## src/rtl/kbc_trap_pkg.sv

```systemverilog
package kbc_trap_pkg;

    typedef enum logic [1:0] {
        ST_IDLE  = 2'd0,
        ST_GATE1 = 2'd1,
        ST_GATE2 = 2'd2
    } trap_state_e;

    typedef enum logic [2:0] {
        EV_NONE         = 3'd0,
        EV_CMD_WR_GATE  = 3'd1,
        EV_CMD_WR_END   = 3'd2,
        EV_CMD_WR_OTHER = 3'd3,
        EV_CMD_RD       = 3'd4,
        EV_DAT_WR       = 3'd5,
        EV_DAT_RD       = 3'd6,
        EV_FOREIGN      = 3'd7
    } cyc_event_e;

    localparam int unsigned TRAP_W      = 4;
    localparam int unsigned TRAP_DAT_RD = 0;
    localparam int unsigned TRAP_DAT_WR = 1;
    localparam int unsigned TRAP_CMD_RD = 2;
    localparam int unsigned TRAP_CMD_WR = 3;

    localparam logic [7:0] GATE_CMD = 8'hD1;
    localparam logic [7:0] END_CMD  = 8'hFF;

    typedef struct packed {
        logic fwd;
        logic irq;
        logic leave;
    } verdict_t;

endpackage

```

## src/rtl/kbc_cycle_decode.sv

```systemverilog
module kbc_cycle_decode
    import kbc_trap_pkg::*;
#(
    parameter int unsigned ADDR_W    = 16,
    parameter logic [ADDR_W-1:0] DATA_PORT = 16'h0060,
    parameter logic [ADDR_W-1:0] CMD_PORT  = 16'h0064
) (
    input  logic              valid_i,
    input  logic              write_i,
    input  logic [ADDR_W-1:0] addr_i,
    input  logic [7:0]        wdata_i,
    output cyc_event_e        event_o
);

    logic hit_data;
    logic hit_cmd;

    assign hit_data = (addr_i == DATA_PORT);
    assign hit_cmd  = (addr_i == CMD_PORT);

    always_comb begin
        event_o = EV_NONE;
        if (valid_i) begin
            if (hit_cmd) begin
                if (!write_i) begin
                    event_o = EV_CMD_RD;
                end else if (wdata_i == GATE_CMD) begin
                    event_o = EV_CMD_WR_GATE;
                end else if (wdata_i == END_CMD) begin
                    event_o = EV_CMD_WR_END;
                end else begin
                    event_o = EV_CMD_WR_OTHER;
                end
            end else if (hit_data) begin
                event_o = write_i ? EV_DAT_WR : EV_DAT_RD;
            end else begin
                event_o = EV_FOREIGN;
            end
        end
    end

endmodule

```

## src/rtl/kbc_trap_fsm.sv

```systemverilog
module kbc_trap_fsm
    import kbc_trap_pkg::*;
(
    input  logic              clk,
    input  logic              rst,
    input  cyc_event_e        event_i,
    input  logic [TRAP_W-1:0] trap_i,
    input  logic              exit_irq_i,
    output trap_state_e       state_o,
    output logic              fwd_o,
    output logic              irq_req_o
);

    trap_state_e state_q;
    trap_state_e state_d;
    verdict_t    vd;

    function automatic verdict_t trap_exit(input logic bit_set);
        verdict_t v;
        v.fwd   = !bit_set;
        v.irq   = bit_set;
        v.leave = 1'b1;
        return v;
    endfunction

    // State register
    always_ff @(posedge clk) begin
        if (rst) begin
            state_q <= ST_IDLE;
        end else begin
            state_q <= state_d;
        end
    end

    // Next state
    always_comb begin
        state_d = state_q;
        unique case (state_q)
            ST_IDLE: begin
                if (event_i == EV_CMD_WR_GATE) begin
                    state_d = ST_GATE1;
                end
            end
            ST_GATE1: begin
                unique case (event_i)
                    EV_DAT_WR:                        state_d = ST_GATE2;
                    EV_CMD_WR_END, EV_CMD_WR_OTHER,
                    EV_DAT_RD:                        state_d = ST_IDLE;
                    default:                          state_d = ST_GATE1;
                endcase
            end
            ST_GATE2: begin
                unique case (event_i)
                    EV_CMD_WR_GATE, EV_CMD_WR_END,
                    EV_CMD_WR_OTHER, EV_DAT_WR,
                    EV_DAT_RD:                        state_d = ST_IDLE;
                    default:                          state_d = ST_GATE2;
                endcase
            end
            default: state_d = ST_IDLE;
        endcase
    end

    // Outputs
    always_comb begin
        vd = '{fwd: 1'b1, irq: 1'b0, leave: 1'b0};
        unique case (state_q)
            ST_IDLE: begin
                vd = '{fwd: 1'b1, irq: 1'b0, leave: 1'b0};
            end
            ST_GATE1: begin
                unique case (event_i)
                    EV_CMD_WR_END, EV_CMD_WR_OTHER: vd = trap_exit(trap_i[TRAP_CMD_WR]);
                    EV_DAT_RD:                      vd = trap_exit(trap_i[TRAP_DAT_RD]);
                    EV_CMD_RD:                      vd.irq = trap_i[TRAP_CMD_RD];
                    default:                        vd = '{fwd: 1'b1, irq: 1'b0, leave: 1'b0};
                endcase
            end
            ST_GATE2: begin
                unique case (event_i)
                    EV_CMD_WR_END:                   vd = '{fwd: 1'b1, irq: 1'b0, leave: 1'b1};
                    EV_CMD_WR_GATE, EV_CMD_WR_OTHER: vd = trap_exit(trap_i[TRAP_CMD_WR]);
                    EV_DAT_WR:                       vd = trap_exit(trap_i[TRAP_DAT_WR]);
                    EV_DAT_RD:                       vd = trap_exit(trap_i[TRAP_DAT_RD]);
                    EV_CMD_RD:                       vd.irq = trap_i[TRAP_CMD_RD];
                    default:                         vd = '{fwd: 1'b1, irq: 1'b0, leave: 1'b0};
                endcase
            end
            default: vd = '{fwd: 1'b1, irq: 1'b0, leave: 1'b0};
        endcase
    end

    assign state_o   = state_q;
    assign fwd_o     = vd.fwd;
    assign irq_req_o = vd.irq | (vd.leave & exit_irq_i);

endmodule

```

## src/rtl/kbc_irq_gen.sv

```systemverilog
module kbc_irq_gen (
    input  logic clk,
    input  logic rst,
    input  logic req_i,
    output logic pulse_o
);

    always_ff @(posedge clk) begin
        if (rst) begin
            pulse_o <= 1'b0;
        end else begin
            pulse_o <= req_i;
        end
    end

endmodule

```

## src/rtl/kbc_gate_trap.sv

```systemverilog
module kbc_gate_trap
    import kbc_trap_pkg::*;
#(
    parameter int unsigned ADDR_W    = 16,
    parameter logic [ADDR_W-1:0] DATA_PORT = 16'h0060,
    parameter logic [ADDR_W-1:0] CMD_PORT  = 16'h0064
) (
    input  logic              clk,
    input  logic              rst,
    input  logic              cyc_valid,
    input  logic              cyc_write,
    input  logic [ADDR_W-1:0] cyc_addr,
    input  logic [7:0]        cyc_wdata,
    input  logic [TRAP_W-1:0] cfg_trap,
    input  logic              cfg_exit_irq,
    output logic              fwd_en,
    output logic              irq_pulse,
    output logic              pending
);

    cyc_event_e  ev;
    trap_state_e state;
    logic        fwd_raw;
    logic        irq_req;

    kbc_cycle_decode #(
        .ADDR_W    (ADDR_W),
        .DATA_PORT (DATA_PORT),
        .CMD_PORT  (CMD_PORT)
    ) decode_i (
        .valid_i (cyc_valid),
        .write_i (cyc_write),
        .addr_i  (cyc_addr),
        .wdata_i (cyc_wdata),
        .event_o (ev)
    );

    kbc_trap_fsm fsm_i (
        .clk        (clk),
        .rst        (rst),
        .event_i    (ev),
        .trap_i     (cfg_trap),
        .exit_irq_i (cfg_exit_irq),
        .state_o    (state),
        .fwd_o      (fwd_raw),
        .irq_req_o  (irq_req)
    );

    kbc_irq_gen irq_i (
        .clk     (clk),
        .rst     (rst),
        .req_i   (irq_req),
        .pulse_o (irq_pulse)
    );

    assign fwd_en  = cyc_valid & fwd_raw;
    assign pending = (state != ST_IDLE);

endmodule

```

## config.mk

```make
export PLATFORM = sky130hd
export DESIGN_NAME = kbc_gate_trap
export DESIGN_NICKNAME = d
export VERILOG_FILES = /design/src/rtl/kbc_trap_pkg.sv /design/src/rtl/kbc_cycle_decode.sv /design/src/rtl/kbc_trap_fsm.sv /design/src/rtl/kbc_irq_gen.sv /design/src/rtl/kbc_gate_trap.sv
export SDC_FILE = /design/constraint.sdc
export NUM_CORES = 1
export LEC_CHECK = 0
export CORE_AREA = 3 3 45 47
export CTS_CLUSTER_DIAMETER = 30
export DETAILED_ROUTE_END_ITERATION = 12
export DIE_AREA = 0 0 48 50
export GPL_TIMING_DRIVEN = 1
export PLACE_DENSITY_LB_ADDON = 0.15
export SLEW_MARGIN = 20
export SYNTH_ARGS = -nofsm -noshare
export SYNTH_HDL_FRONTEND = slang
export SYNTH_SLANG_ARGS = --single-unit
```

## constraint.sdc

```tcl
create_clock -name clk -period 2.2 [get_ports clk]
set_clock_uncertainty 0.2 [all_clocks]
set_input_delay 0.44 -clock clk [delete_from_list [all_inputs] [get_ports clk]]
set_output_delay 0.44 -clock clk [all_outputs]
set_load 0.1 [all_outputs]
```

Word-level counts from Yosys, hierarchy flattened. Cells that the tools add are included.

Register bits after elaboration: 3. Input port bits: 33. Output and inout bits: 3.

Equal/unequal tests: 13. Muxes and demuxes: 18. Bitwise logic cells: 3. Reduce and logical (&&, ||, !) cells: 9.

Operator list (number): 16-bit by 7-bit equality test with 1-bit output, second input constant (2); 8-bit equality test, second input constant (2); 3-bit two-way mux (5); 3-bit equality test, second input constant (3); 3-bit by 2-bit equality test with 1-bit output, second input constant (2); 2-bit two-way mux (3); 1-bit case mux with 3 select lines (2); 2-bit case mux with 3 select lines (1); 3-bit case mux with 2 select lines (1); 5-bit OR reduction (1); 1-bit case mux with 4 select lines (1); 2-bit case mux with 2 select lines (1); 2-bit OR reduction (2); 3-bit by 1-bit equality test with 1-bit output, second input constant (1); 1-bit logical NOT (3); 1-bit two-way mux (3); 3-bit OR reduction (1); 1-bit AND (2); 2-bit by 1-bit equality test with 1-bit output, second input constant (1); 2-bit equality test, second input constant (1); 2-bit logical NOT (1); 2-bit by 1-bit != test with 1-bit output, second input constant (1); 1-bit case mux with 2 select lines (1); 2-bit nonzero test (1); 1-bit bitwise OR (1).

Longest topological paths before layout. Gate-level depths: netlist of run 1.

Depth in word-level cells: 12. Mapped depth: 7. Depth with buffers taken out: 7.

Hierarchy. From an unflattened synthesis of run 1, not the netlist that was laid out.

Cells, all modules: 66. Area total of the unflattened synthesis: 511.7 µm².

Modules (own cells, without submodules): kbc_trap_fsm (times used 1, cells each 46, area each 341.6 µm²); kbc_cycle_decode (times used 1, cells each 16, area each 123.9 µm²); kbc_irq_gen (times used 1, cells each 2, area each 33.8 µm²); kbc_gate_trap (times used 1, cells each 2, area each 12.5 µm²).

Least setup slack after synthesis of run 1. No wires, ideal clock.

Path type: in2out. From: input cyc_wdata[0]. To: output fwd_en. Arrival time: 3046 ps. Slack: -1486 ps. Stages: 6. Buffers on the path: 1. Cell sequence: and4_1 buf_6 a31o_1 a2111oi_2 nand2b_1 a41oi_1.

Word-level cells in the longest chain between the ends: 11. Elaborated cells between the ends (all ways): 18. Classes of those cells: 7 x eq/ne; 8 x mux; 1 x bitwise; 2 x reduce/logical.

RTL lines: start, declared (line kbc_gate_trap.sv:13) `input logic [7:0] cyc_wdata,`; 8-bit equality test (line kbc_cycle_decode.sv:29) `end else if (wdata_i == END_CMD) begin`; 1-bit two-way mux (line kbc_cycle_decode.sv:29); 3-bit two-way mux * (line kbc_cycle_decode.sv:27) `end else if (wdata_i == GATE_CMD) begin`; 3-bit two-way mux * (line kbc_cycle_decode.sv:25) `if (!write_i) begin`; 3-bit two-way mux * (line kbc_cycle_decode.sv:24) `if (hit_cmd) begin`; 3-bit two-way mux * (line kbc_cycle_decode.sv:23) `if (valid_i) begin`; 3-bit by 2-bit equality test with 1-bit output, or another cell as far along (line kbc_trap_fsm.sv:72, kbc_trap_fsm.sv:80); 2-bit OR reduction (on tied branches) (line kbc_trap_fsm.sv:80, kbc_trap_fsm.sv:72); 1-bit case mux with 3 select lines / 1-bit case mux with 2 select lines (equally long branches) (line kbc_trap_fsm.sv:80, kbc_trap_fsm.sv:72); 3-bit case mux with 2 select lines * (line kbc_trap_fsm.sv:67) `unique case (state_q)`; 1-bit AND * (line kbc_gate_trap.sv:56) `assign fwd_en = cyc_valid & fwd_raw;`; end, declared (line kbc_gate_trap.sv:16) `output logic fwd_en,`.

Mark *: on every way between the ends. The rest lies on a longest branch, timed or not.

Final worst setup path of run 1.
From: register fsm_i.state_q[0], in the netlist fsm_i.state_o[0]. To: output fwd_en.

Word-level cells in the longest chain between the ends: 3. Elaborated cells between the ends (all ways): 4. Classes of those cells: 2 x eq/ne; 1 x mux; 1 x bitwise.

RTL lines: start, declared (line kbc_trap_fsm.sv:14) `trap_state_e state_q;`; start signal, assigned (line kbc_trap_fsm.sv:31) `state_q <= state_d;`; 2-bit equality test / 2-bit by 1-bit equality test with 1-bit output (equally long branches) (line kbc_trap_fsm.sv:67); 3-bit case mux with 2 select lines * (line kbc_trap_fsm.sv:67); 1-bit AND * (line kbc_gate_trap.sv:56).

Marks and branches as above.

==> impl_metrics.json, run 1 <==
{
  "vias": 950,
  "clockBufferDepth": 2,
  "crit_fanout": 3,
  "critPathLaunchType": "flop",
  "required_ns": 1.56,
  "clk_latency_ns": 0.24,
  "grt_overflow": 0,
  "synthFlopType": "dfxtp_1",
  "dpl.hpwl_mm": 1.811,
  "top_usage_layer": "met2",
  "coreArea_sq_um": 1689,
  "dp.cells": 153,
  "final_nets": 184,
  "hp-start": "fsm_i.state_o[0]",
  "multi_input_area_sq_um": 620.6,
  "antenna_found_initial": 0,
  "end_kind": "primary output",
  "arrival_ns": 1.95,
  "yosys.area.top_type": "dfxtp_1",
  "die_h_um": 50,
  "reg2reg_slack_ns": 0.41,
  "vdd_drop_max_mv": 0.1060,
  "clkTransAtPathRegs_ns": 0.04,
  "syn2layout_area_growth_pct": 112.0,
  "p_per_area_nw_per_um2": 220.1,
  "maxCapViolCount": 0,
  "grt_use_met3": 0.05109,
  "fmax_mhz": 386.7,
  "tritoncts": "yes",
  "fillers": 127,
  "global_route.usage.met2": 0.3921,
  "post_drt_via_cell_ratio": 5.828,
  "final_core_util": 0.7615,
  "synthesis.yosys.warnings": 0,
  "setup_tns_ns": -0.3859,
  "clock_sinks": 3,
  "cts_made_buffers": 3,
  "worstReg2RegEnd": "fsm_i.state_o[1]",
  "first_pass_iters": 4,
  "finalCriticalPeriod_ns": 2.586,
  "syn-num-nets": 119,
  "globalRouteTotalUtil": 0.2341,
  "initial_core_util": 0.3593,
  "io_pins": 36,
  "maxSlewHeadroom": 0.7657,
  "synth_cell_type_count": 39,
  "drt_iter0_drc": 27,
  "fin_ws_ns": -0.3859,
  "layout_commonest_cell": "buf_4",
  "hold_path.class": "reg2reg",
  "worst_r2r_path_depth": 7,
  "worstReg2RegStart": "fsm_i.state_o[0]",
  "grt_pass1_vias": 996,
  "gp_congestion": 0.8970,
  "grt_max_degree": 11,
  "synth_seq_area_share": 0.09897,
  "wl_per_cell_um": 15.63,
  "grt_pass1_wl_mm": 4.140,
  "seq_area_sq_um": 65.06,
  "ant_nets": 0,
  "die_w_um": 48,
  "dieArea_sq_um": 2400,
  "tightest_slew_ns": 0.3485,
  "synth_top_area_frac": 0.09897,
  "antenna_cells": 0,
  "min_period_over_period": 1.175,
  "layout-drive-gt1-share": 0.5068,
  "rsz0062_at_grt": "true",
  "yosys_register_bits": 3,
  "async_reset_ff_frac": 0,
  "hold_end": "fsm_i.state_o[0]",
  "syn_area_sq_um": 606.8,
  "h-tree-depth": 1,
  "synth_cells": 82,
  "p_leak_nw": 0.5316,
  "synth_edf_count": 0,
  "root_buffer": "clkbuf_4",
  "instances_no_fill": 163,
  "synthTopCellsByArea": "dfxtp_1 (9.9%), ha_1 (8.2%), nand2_1 (6.8%), inv_1 (4.3%), o21ai_0 (4.1%)",
  "port_buffers": 35,
  "finalSetupViolations": 1,
  "drc_errors": 0,
  "use_met1": 0.2532,
  "slew_viol_final": 0,
  "routed_wl_mm": 2.547,
  "status": "finished with violations",
  "row_count": 15,
  "avgSynthCellArea_sq_um": 7.400,
  "hold_violations": 0,
  "crit_type": "reg2out",
  "hold_depth": 2,
  "power_mw": 0.2831,
  "failed_checks": "negative setup slack",
  "final_cell_mix": "buf_4 (26), buf_2 (12), nand2_1 (9), clkdlybuf4s50_1 (6), dlygate4sd2_1 (6)"
}
per-stage QoR:
step / setup slack, ns / hold slack (ns) / instance area [sq um]
floorplan: -0.4984 / 0.2921 / 625.6
global placement: -0.7111 / 0.4018 / 1160
detailed placement: -0.7618 / 0.4152 / 1160
CTS: -0.3481 / 0.4021 / 1281
global route: -0.4762 / 0.4297 / 1286
finish: -0.3859 / 0.4042 / 1286
worst max-delay path: stages, from the launching register on:
cell       delay (ns)
dfxtp_2          0.33
inv_2            0.07
ha_4             0.16
nand2_4          0.05
a31o_1           0.22
a2111oi_4        0.33
nand2b_1         0.14
a41oi_4          0.21
buf_12           0.20
worst max-delay path by stage:
stage	startpoint	end	slack, ns	depth (start not counted)
after floorplan	cyc_wdata[0]	fwd_en	-0.50	6
after global placement	cyc_addr[9]	fwd_en	-0.71	7
after detailed placement	cyc_addr[9]	fwd_en	-0.76	8
after CTS	fsm_i.state_o[0]	fwd_en	-0.35	8
after global routing	fsm_i.state_o[0]	fwd_en	-0.48	8
final	fsm_i.state_o[0]	fwd_en	-0.39	8
flip-flops by register name (all words and copies together) (netlist names):
| name | flops |
|---|---|
| fsm_i.state_o | 2 |
| irq_i.pulse_o | 1 |
cell type report:
| type | count | share of cell area |
|---|---|---|
| inverter | 7 | 0.02043 |
| tap | 17 | 0.01654 |
| timing repair buffer | 63 | 0.4095 |
| clock buffer | 4 | 0.02043 |
| sequential | 3 | 0.05058 |
| multi-input combinational | 69 | 0.4825 |
where the power goes:
group          switching, mW  internal [mW]  leakage (nW)
Combinational         0.0594         0.0651         0.491
Sequential      0.0000000175         0.0533        0.0255
Clock                 0.0367         0.0685        0.0150
Total                 0.0961          0.187         0.532
metal layers:
metal	part of all wire	wire length [um]	vias to the layer above
met2	0.55	1396	58
met3	0.073	185	6
met5	0	0	-
met4	0.014	36	0
li1	-	-	457
met1	0.36	929	429
cell usage after synthesis, types with 2 or more instances:
cell type   n
a41oi_1     2
ha_1        4
nor2_1      5
nand4_1     2
nor3_1      4
nand2_1    11
a21oi_1     4
o21ai_0     5
o31ai_1     2
inv_1       7
and4_1      2
a31oi_1     3
nor4_1      3
dfxtp_1     3
kinds of logic (layout without fill, tap and decap cells):
kind of cell	after synthesis	in the layout	synth area share
and+or+nand+nor	37	37	0.3980
AOI/OAI and AO/OA	27	27	0.3278
buffers and inverters	10	74	0.07628
adders and majority gates	4	4	0.08248
DFF	3	3	0.09897
muxes	1	1	0.01650
what timing repair did:
| action | in CTS | in global routing |
|---|---|---|
| buffers inserted | 6 | 0 |
| setup endpoints to repair | 2 | 1 |
| endpoints found under the hold margin | 0 | 0 |
| gates resized for setup | 102 | 1 |
| pin swaps | 17 | 0 |
| hold buffers | 0 | 0 |
Note: power is estimated with default switching activity, not from simulation.
==> run 2, diff against run 1 <==
--- a/constraint.sdc
+++ b/constraint.sdc
@@ -3,3 +3,3 @@
 set_input_delay 0.44 -clock clk [delete_from_list [all_inputs] [get_ports clk]]
 set_output_delay 0.44 -clock clk [all_outputs]
-set_load 0.1 [all_outputs]
+set_load 0.02 [all_outputs]
==> run 2 against run 1 <==
  * Die area is the same
  * Sequential share of layout area grew 0.16 points
  * Cell area shrank 6.7%
  * Hold slack lost 0.0068 ns
  * Power shrank 7.6%
  * Clock power shrank 5%
  * The run still ends with negative setup slack left
  * Sequential power grew 2%
  * Largest power group unchanged
  * Critical path depth is the same
  * Final cell count shrank 2.5%
==> impl_metrics.json, run 2 (same netlist as run 1, synthesis figures left out) <==
{
  "fmax_mhz": 405.3,
  "crit_end": "fwd_en",
  "p_per_area_nw_per_um2": 217.9,
  "min_period_over_period": 1.122,
  "coreArea_sq_um": 1689,
  "dpl-instance-area_sq_um": 1124,
  "grt_pass1_wl_mm": 3.491,
  "die_w_um": 48,
  "fin_ws_ns": -0.2674,
  "gp_congestion": 0.8327,
  "instances_no_fill": 159,
  "worstReg2RegStart": "fsm_i.state_o[1]",
  "cts_made_buffers": 3,
  "vdd_drop_max_mv": 0.1655,
  "tightest_slew_ns": 0.3432,
  "dp.cells": 152,
  "grt_max_degree": 9,
  "drt_iter0_drc": 9,
  "grt_overflow": 0,
  "h-tree-depth": 1,
  "cp-startpoint": "fsm_i.state_o[0]",
  "ant_nets": 0,
  "maxCapViolCount": 0,
  "stdcell_area_sq_um": 1200,
  "clockBufferDepth": 2,
  "wl_per_cell_um": 13.83,
  "routed_wl_mm": 2.199,
  "first_pass_iters": 4,
  "finalCriticalPeriod_ns": 2.467,
  "row_count": 15,
  "tritoncts": "yes",
  "initial_core_util": 0.3593,
  "maxSlewHeadroom": 0.7693,
  "dieArea_sq_um": 2400,
  "worstReg2RegEnd": "irq_i.pulse_o",
  "vias": 892,
  "layout-drive-gt1-share": 0.4296,
  "antenna_found_initial": 0,
  "arrival_ns": 1.83,
  "clk_latency_ns": 0.24,
  "failed_checks": "negative setup slack",
  "post_drt_via_cell_ratio": 5.610,
  "crit_fanout": 3,
  "drc_errors": 0,
  "finalSetupViolations": 1,
  "crit_type": "reg2out",
  "globalRouteTotalUtil": 0.1899,
  "end_kind": "primary output",
  "die_h_um": 50,
  "io_pins": 36,
  "layout_commonest_cell": "buf_4",
  "antenna_cells": 0,
  "dpl.hpwl_mm": 1.750,
  "p_leak_nw": 0.4934,
  "final_core_util": 0.7104,
  "port_buffers": 35,
  "syn2layout_area_growth_pct": 97.73,
  "largest_register_ffs": 2,
  "ctsHoldBuffers": 0,
  "grt_pass1_vias": 907,
  "whs_ns": 0.3975,
  "slew_viol_final": 0,
  "root_buffer": "clkbuf_4",
  "required_ns": 1.56,
  "worst_r2r_path_depth": 6,
  "hold_path.class": "reg2reg",
  "clock_sinks": 3,
  "final_cell_mix": "buf_4 (23), nand2_1 (10), dlygate4sd2_1 (10), buf_2 (9), clkdlybuf4s50_1 (7)",
  "critPathLaunchType": "flop",
  "reg2reg_slack_ns": 0.42,
  "clkTransAtPathRegs_ns": 0.04,
  "status": "finished with violations",
  "hold_violations": 0,
  "fillers": 142,
  "final_nets": 180,
  "rsz0062_at_grt": "true"
}
-- run 2: repair_timing --
item / 4_1_cts / 5_1_grt
buffers inserted: 3 / 0
endpoints found under the setup margin: 5 / 1
resized for setup: 87 / 2
pin swaps: 13 / 0
-- run 2: cell type report --
type | instances | area, sq um | area share
clock buffers | 4 | 26.28 | 0.02190
inverters | 7 | 26.28 | 0.02190
multi-input cells | 69 | 588.1 | 0.4901
flip-flops and latches | 3 | 62.56 | 0.05214
well taps | 17 | 21.27 | 0.01773
repair buffers | 59 | 475.5 | 0.3962
-- run 2: stage by stage --
stage          setup TNS [ns]  setup WS (ns)  power, mW
6_report              -0.2674        -0.2674     0.2615
3_3_place_gp           -1.632         -1.026     0.1674
4_1_cts               -0.2667        -0.2667     0.2631
5_1_grt               -0.3459        -0.3459     0.2738
3_5_place_dp           -1.843         -1.081     0.1698
2_1_floorplan        -0.07837       -0.07837    0.08560
-- run 2: worst min-delay path by stage --
stage	from	to	slack, ns	depth (start not counted)
after floorplan	fsm_i.state_o[1]	fsm_i.state_o[1]	0.29	2
after global placement	fsm_i.state_o[0]	fsm_i.state_o[0]	0.40	2
after detailed placement	fsm_i.state_o[0]	fsm_i.state_o[0]	0.40	2
after CTS	fsm_i.state_o[0]	fsm_i.state_o[0]	0.40	2
after global routing	fsm_i.state_o[0]	fsm_i.state_o[0]	0.42	2
final	fsm_i.state_o[0]	fsm_i.state_o[0]	0.40	2
-- run 2: report_power, final --
part	total, mW	internal [mW]	leakage (nW)	switching (mW)
Clock	0.0996	0.0682	0.0150	0.0315
Combinational	0.107	0.0585	0.453	0.0488
Sequential	0.0546	0.0546	0.0252	0.0000000155
-- run 2: worst max-delay path: stages (launching register included) --
cell and delay [ns]:
dfxtp_2 0.32, inv_2 0.07, ha_4 0.14, nand2_2 0.05, a31o_1 0.22, a2111oi_4 0.33, nand2b_1 0.12, a41oi_2 0.17
buf_4 0.16
-- run 2: metal layers --
layer  GRT usage  up-vias  wire length [um]
li1            -      444                 -
met1      0.2078      411               857
met2      0.3612       33              1219
met3     0.02920        4                96
met4     0.03139        0                26
met5           0        -                 0
==> run 3, diff against run 2 <==
==> constraint.sdc (replaced) <==
create_clock -name clk -period 2.2 [get_ports clk]
set_clock_uncertainty 0.2 [all_clocks]
set_input_delay 0.44 -clock clk [delete_from_list [all_inputs] [get_ports clk]]
set_output_delay 0.44 -clock clk [all_outputs]
set_load 0.005 [all_outputs]
==> run 3 against run 2 <==
  * The flow still finishes with violations (negative setup slack)
  * Final cell count is 0.63% lower
  * Hold slack better by 0.0066 ns
  * Power is 0.38% lower
  * Sequential share of layout area stayed put
  * Worst setup slack better by 0.015 ns
  * Clock-buffer cell count stayed put
  * Critical endpoint unchanged
  * Largest cell class unchanged
==> impl_metrics.json, run 3 (same netlist as run 1, synthesis figures left out) <==
{
  "status": "finished with violations",
  "failed_checks": "negative setup slack",
  "clock_sinks": 3,
  "grt_pass1_wl_mm": 3.456,
  "drc_errors": 0,
  "root_buffer": "clkbuf_4",
  "die_w_um": 48,
  "clkTransAtPathRegs_ns": 0.04,
  "largest_register_ffs": 2,
  "finalSetupViolations": 1,
  "fmax_mhz": 407.7,
  "drt_iter0_drc": 24,
  "dieArea_sq_um": 2400,
  "layout-drive-gt1-share": 0.4965,
  "whs_ns": 0.4040,
  "row_count": 15,
  "dp.cells": 152,
  "gp_congestion": 0.8227,
  "grt_max_degree": 9,
  "dpl-instance-area_sq_um": 1124,
  "vias": 861,
  "min_period_over_period": 1.115,
  "syn2layout_area_growth_pct": 97.73,
  "maxCapViolCount": 0,
  "stdcell_area_sq_um": 1200,
  "clk_latency_ns": 0.23,
  "grt_overflow": 0,
  "final_nets": 179,
  "vdd_drop_max_mv": 0.1375,
  "slew_viol_final": 0,
  "ant_nets": 0,
  "fin_ws_ns": -0.2527,
  "crit_fanout": 2,
  "dpl.hpwl_mm": 1.728,
  "die_h_um": 50,
  "post_drt_via_cell_ratio": 5.449,
  "instances_no_fill": 158,
  "hold_path.class": "reg2reg",
  "tightest_slew_ns": 0.3559,
  "cts_made_buffers": 3,
  "routed_wl_mm": 2.095,
  "hold_violations": 0,
  "final_cell_mix": "buf_4 (22), buf_2 (12), nand2_1 (10), clkdlybuf4s50_1 (7)",
  "coreArea_sq_um": 1689,
  "wl_per_cell_um": 13.26,
  "io_pins": 36,
  "p_per_area_nw_per_um2": 217.1,
  "grt_pass1_vias": 817,
  "clockBufferDepth": 2,
  "first_pass_iters": 4,
  "layout_commonest_cell": "buf_4",
  "h-tree-depth": 1,
  "crit_type": "in2out",
  "fillers": 139,
  "initial_core_util": 0.3593,
  "antenna_cells": 0,
  "critPathLaunchType": "input port",
  "ctsHoldBuffers": 0,
  "antenna_found_initial": 0,
  "finalCriticalPeriod_ns": 2.453,
  "tritoncts": "yes",
  "rsz0062_at_grt": "true",
  "final_core_util": 0.7104,
  "arrival_ns": 1.81,
  "p_leak_nw": 0.4944,
  "maxSlewHeadroom": 0.7608,
  "port_buffers": 35,
  "required_ns": 1.56,
  "globalRouteTotalUtil": 0.1877,
  "end_kind": "primary output"
}
==> run 3: changes by cell type in the layout (fill, tap and decap cells not counted), sizes merged <==
cell / delta
buf: +5
dlymetal6s2s: +1
clkdlybuf4s15: -2
dlygate4sd2: -6
clkbuf: +1
==> run 3: metal layers <==
layer / GRT usage / wire length [um] / up-vias / part of all wire
li1: - / - / 442 / -
met1: 0.2484 / 885 / 395 / 0.42
met2: 0.3282 / 1100 / 24 / 0.53
met3: 0.01825 / 109 / 0 / 0.052
met4: 0.01345 / 0 / 0 / 0
met5: 0 / 0 / - / 0
==> run 3: final cells by class <==
class | instances | area [sq um] | area share
Multi-Input combinational cell | 69 | 603.1 | 0.5026
Timing Repair Buffer | 58 | 460.4 | 0.3837
Sequential cell | 3 | 62.56 | 0.05214
Clock buffer | 4 | 26.28 | 0.02190
Inverter | 7 | 26.28 | 0.02190
Tap cell | 17 | 21.27 | 0.01773
==> run 3: through the flow <==
step / setup WS [ns] / setup TNS, ns / power, mW
detailed placement: -1.016 / -1.578 / 0.1687
global route: -0.2959 / -0.2959 / 0.2751
finish: -0.2527 / -0.2527 / 0.2605
floorplan: 0.02058 / 0 / 0.08445
CTS: -0.2191 / -0.2191 / 0.2567
global placement: -0.9386 / -1.576 / 0.1667
==> run 3: worst paths after layout <==
kind	start	endpoint	slack, ns	depth (start not counted)
hold / removal	fsm_i.state_o[0]	fsm_i.state_o[0]	0.40	2
setup reg to reg	fsm_i.state_o[1]	irq_i.pulse_o	0.42	7
hold reg to reg	fsm_i.state_o[0]	fsm_i.state_o[0]	0.40	2
setup / recovery	cyc_addr[8]	fwd_en	-0.25	7
==> run 3: critical path, stage by stage <==
cell,delay [ns]
buf_6,0.09
nor4_4,0.30
nand4_2,0.18
a2111oi_4,0.42
nand2b_1,0.11
a41oi_2,0.13
buf_2,0.13
==> run 3: repair_timing <==
item / in CTS / in global routing
pin swaps: 13 / 8
gates resized for setup: 101 / 13
endpoints found under the setup margin: 2 / 3
buffers inserted: 1 / 1
==> run 3: where the power goes <==
part | total, mW | switching (mW) | leakage [nW] | internal [mW]
Clock | 0.0990 | 0.0309 | 0.0150 | 0.0681
Sequential | 0.0546 | 0.0000000110 | 0.0252 | 0.0546
Combinational | 0.107 | 0.0460 | 0.454 | 0.0609
Total | 0.261 | 0.0769 | 0.494 | 0.184
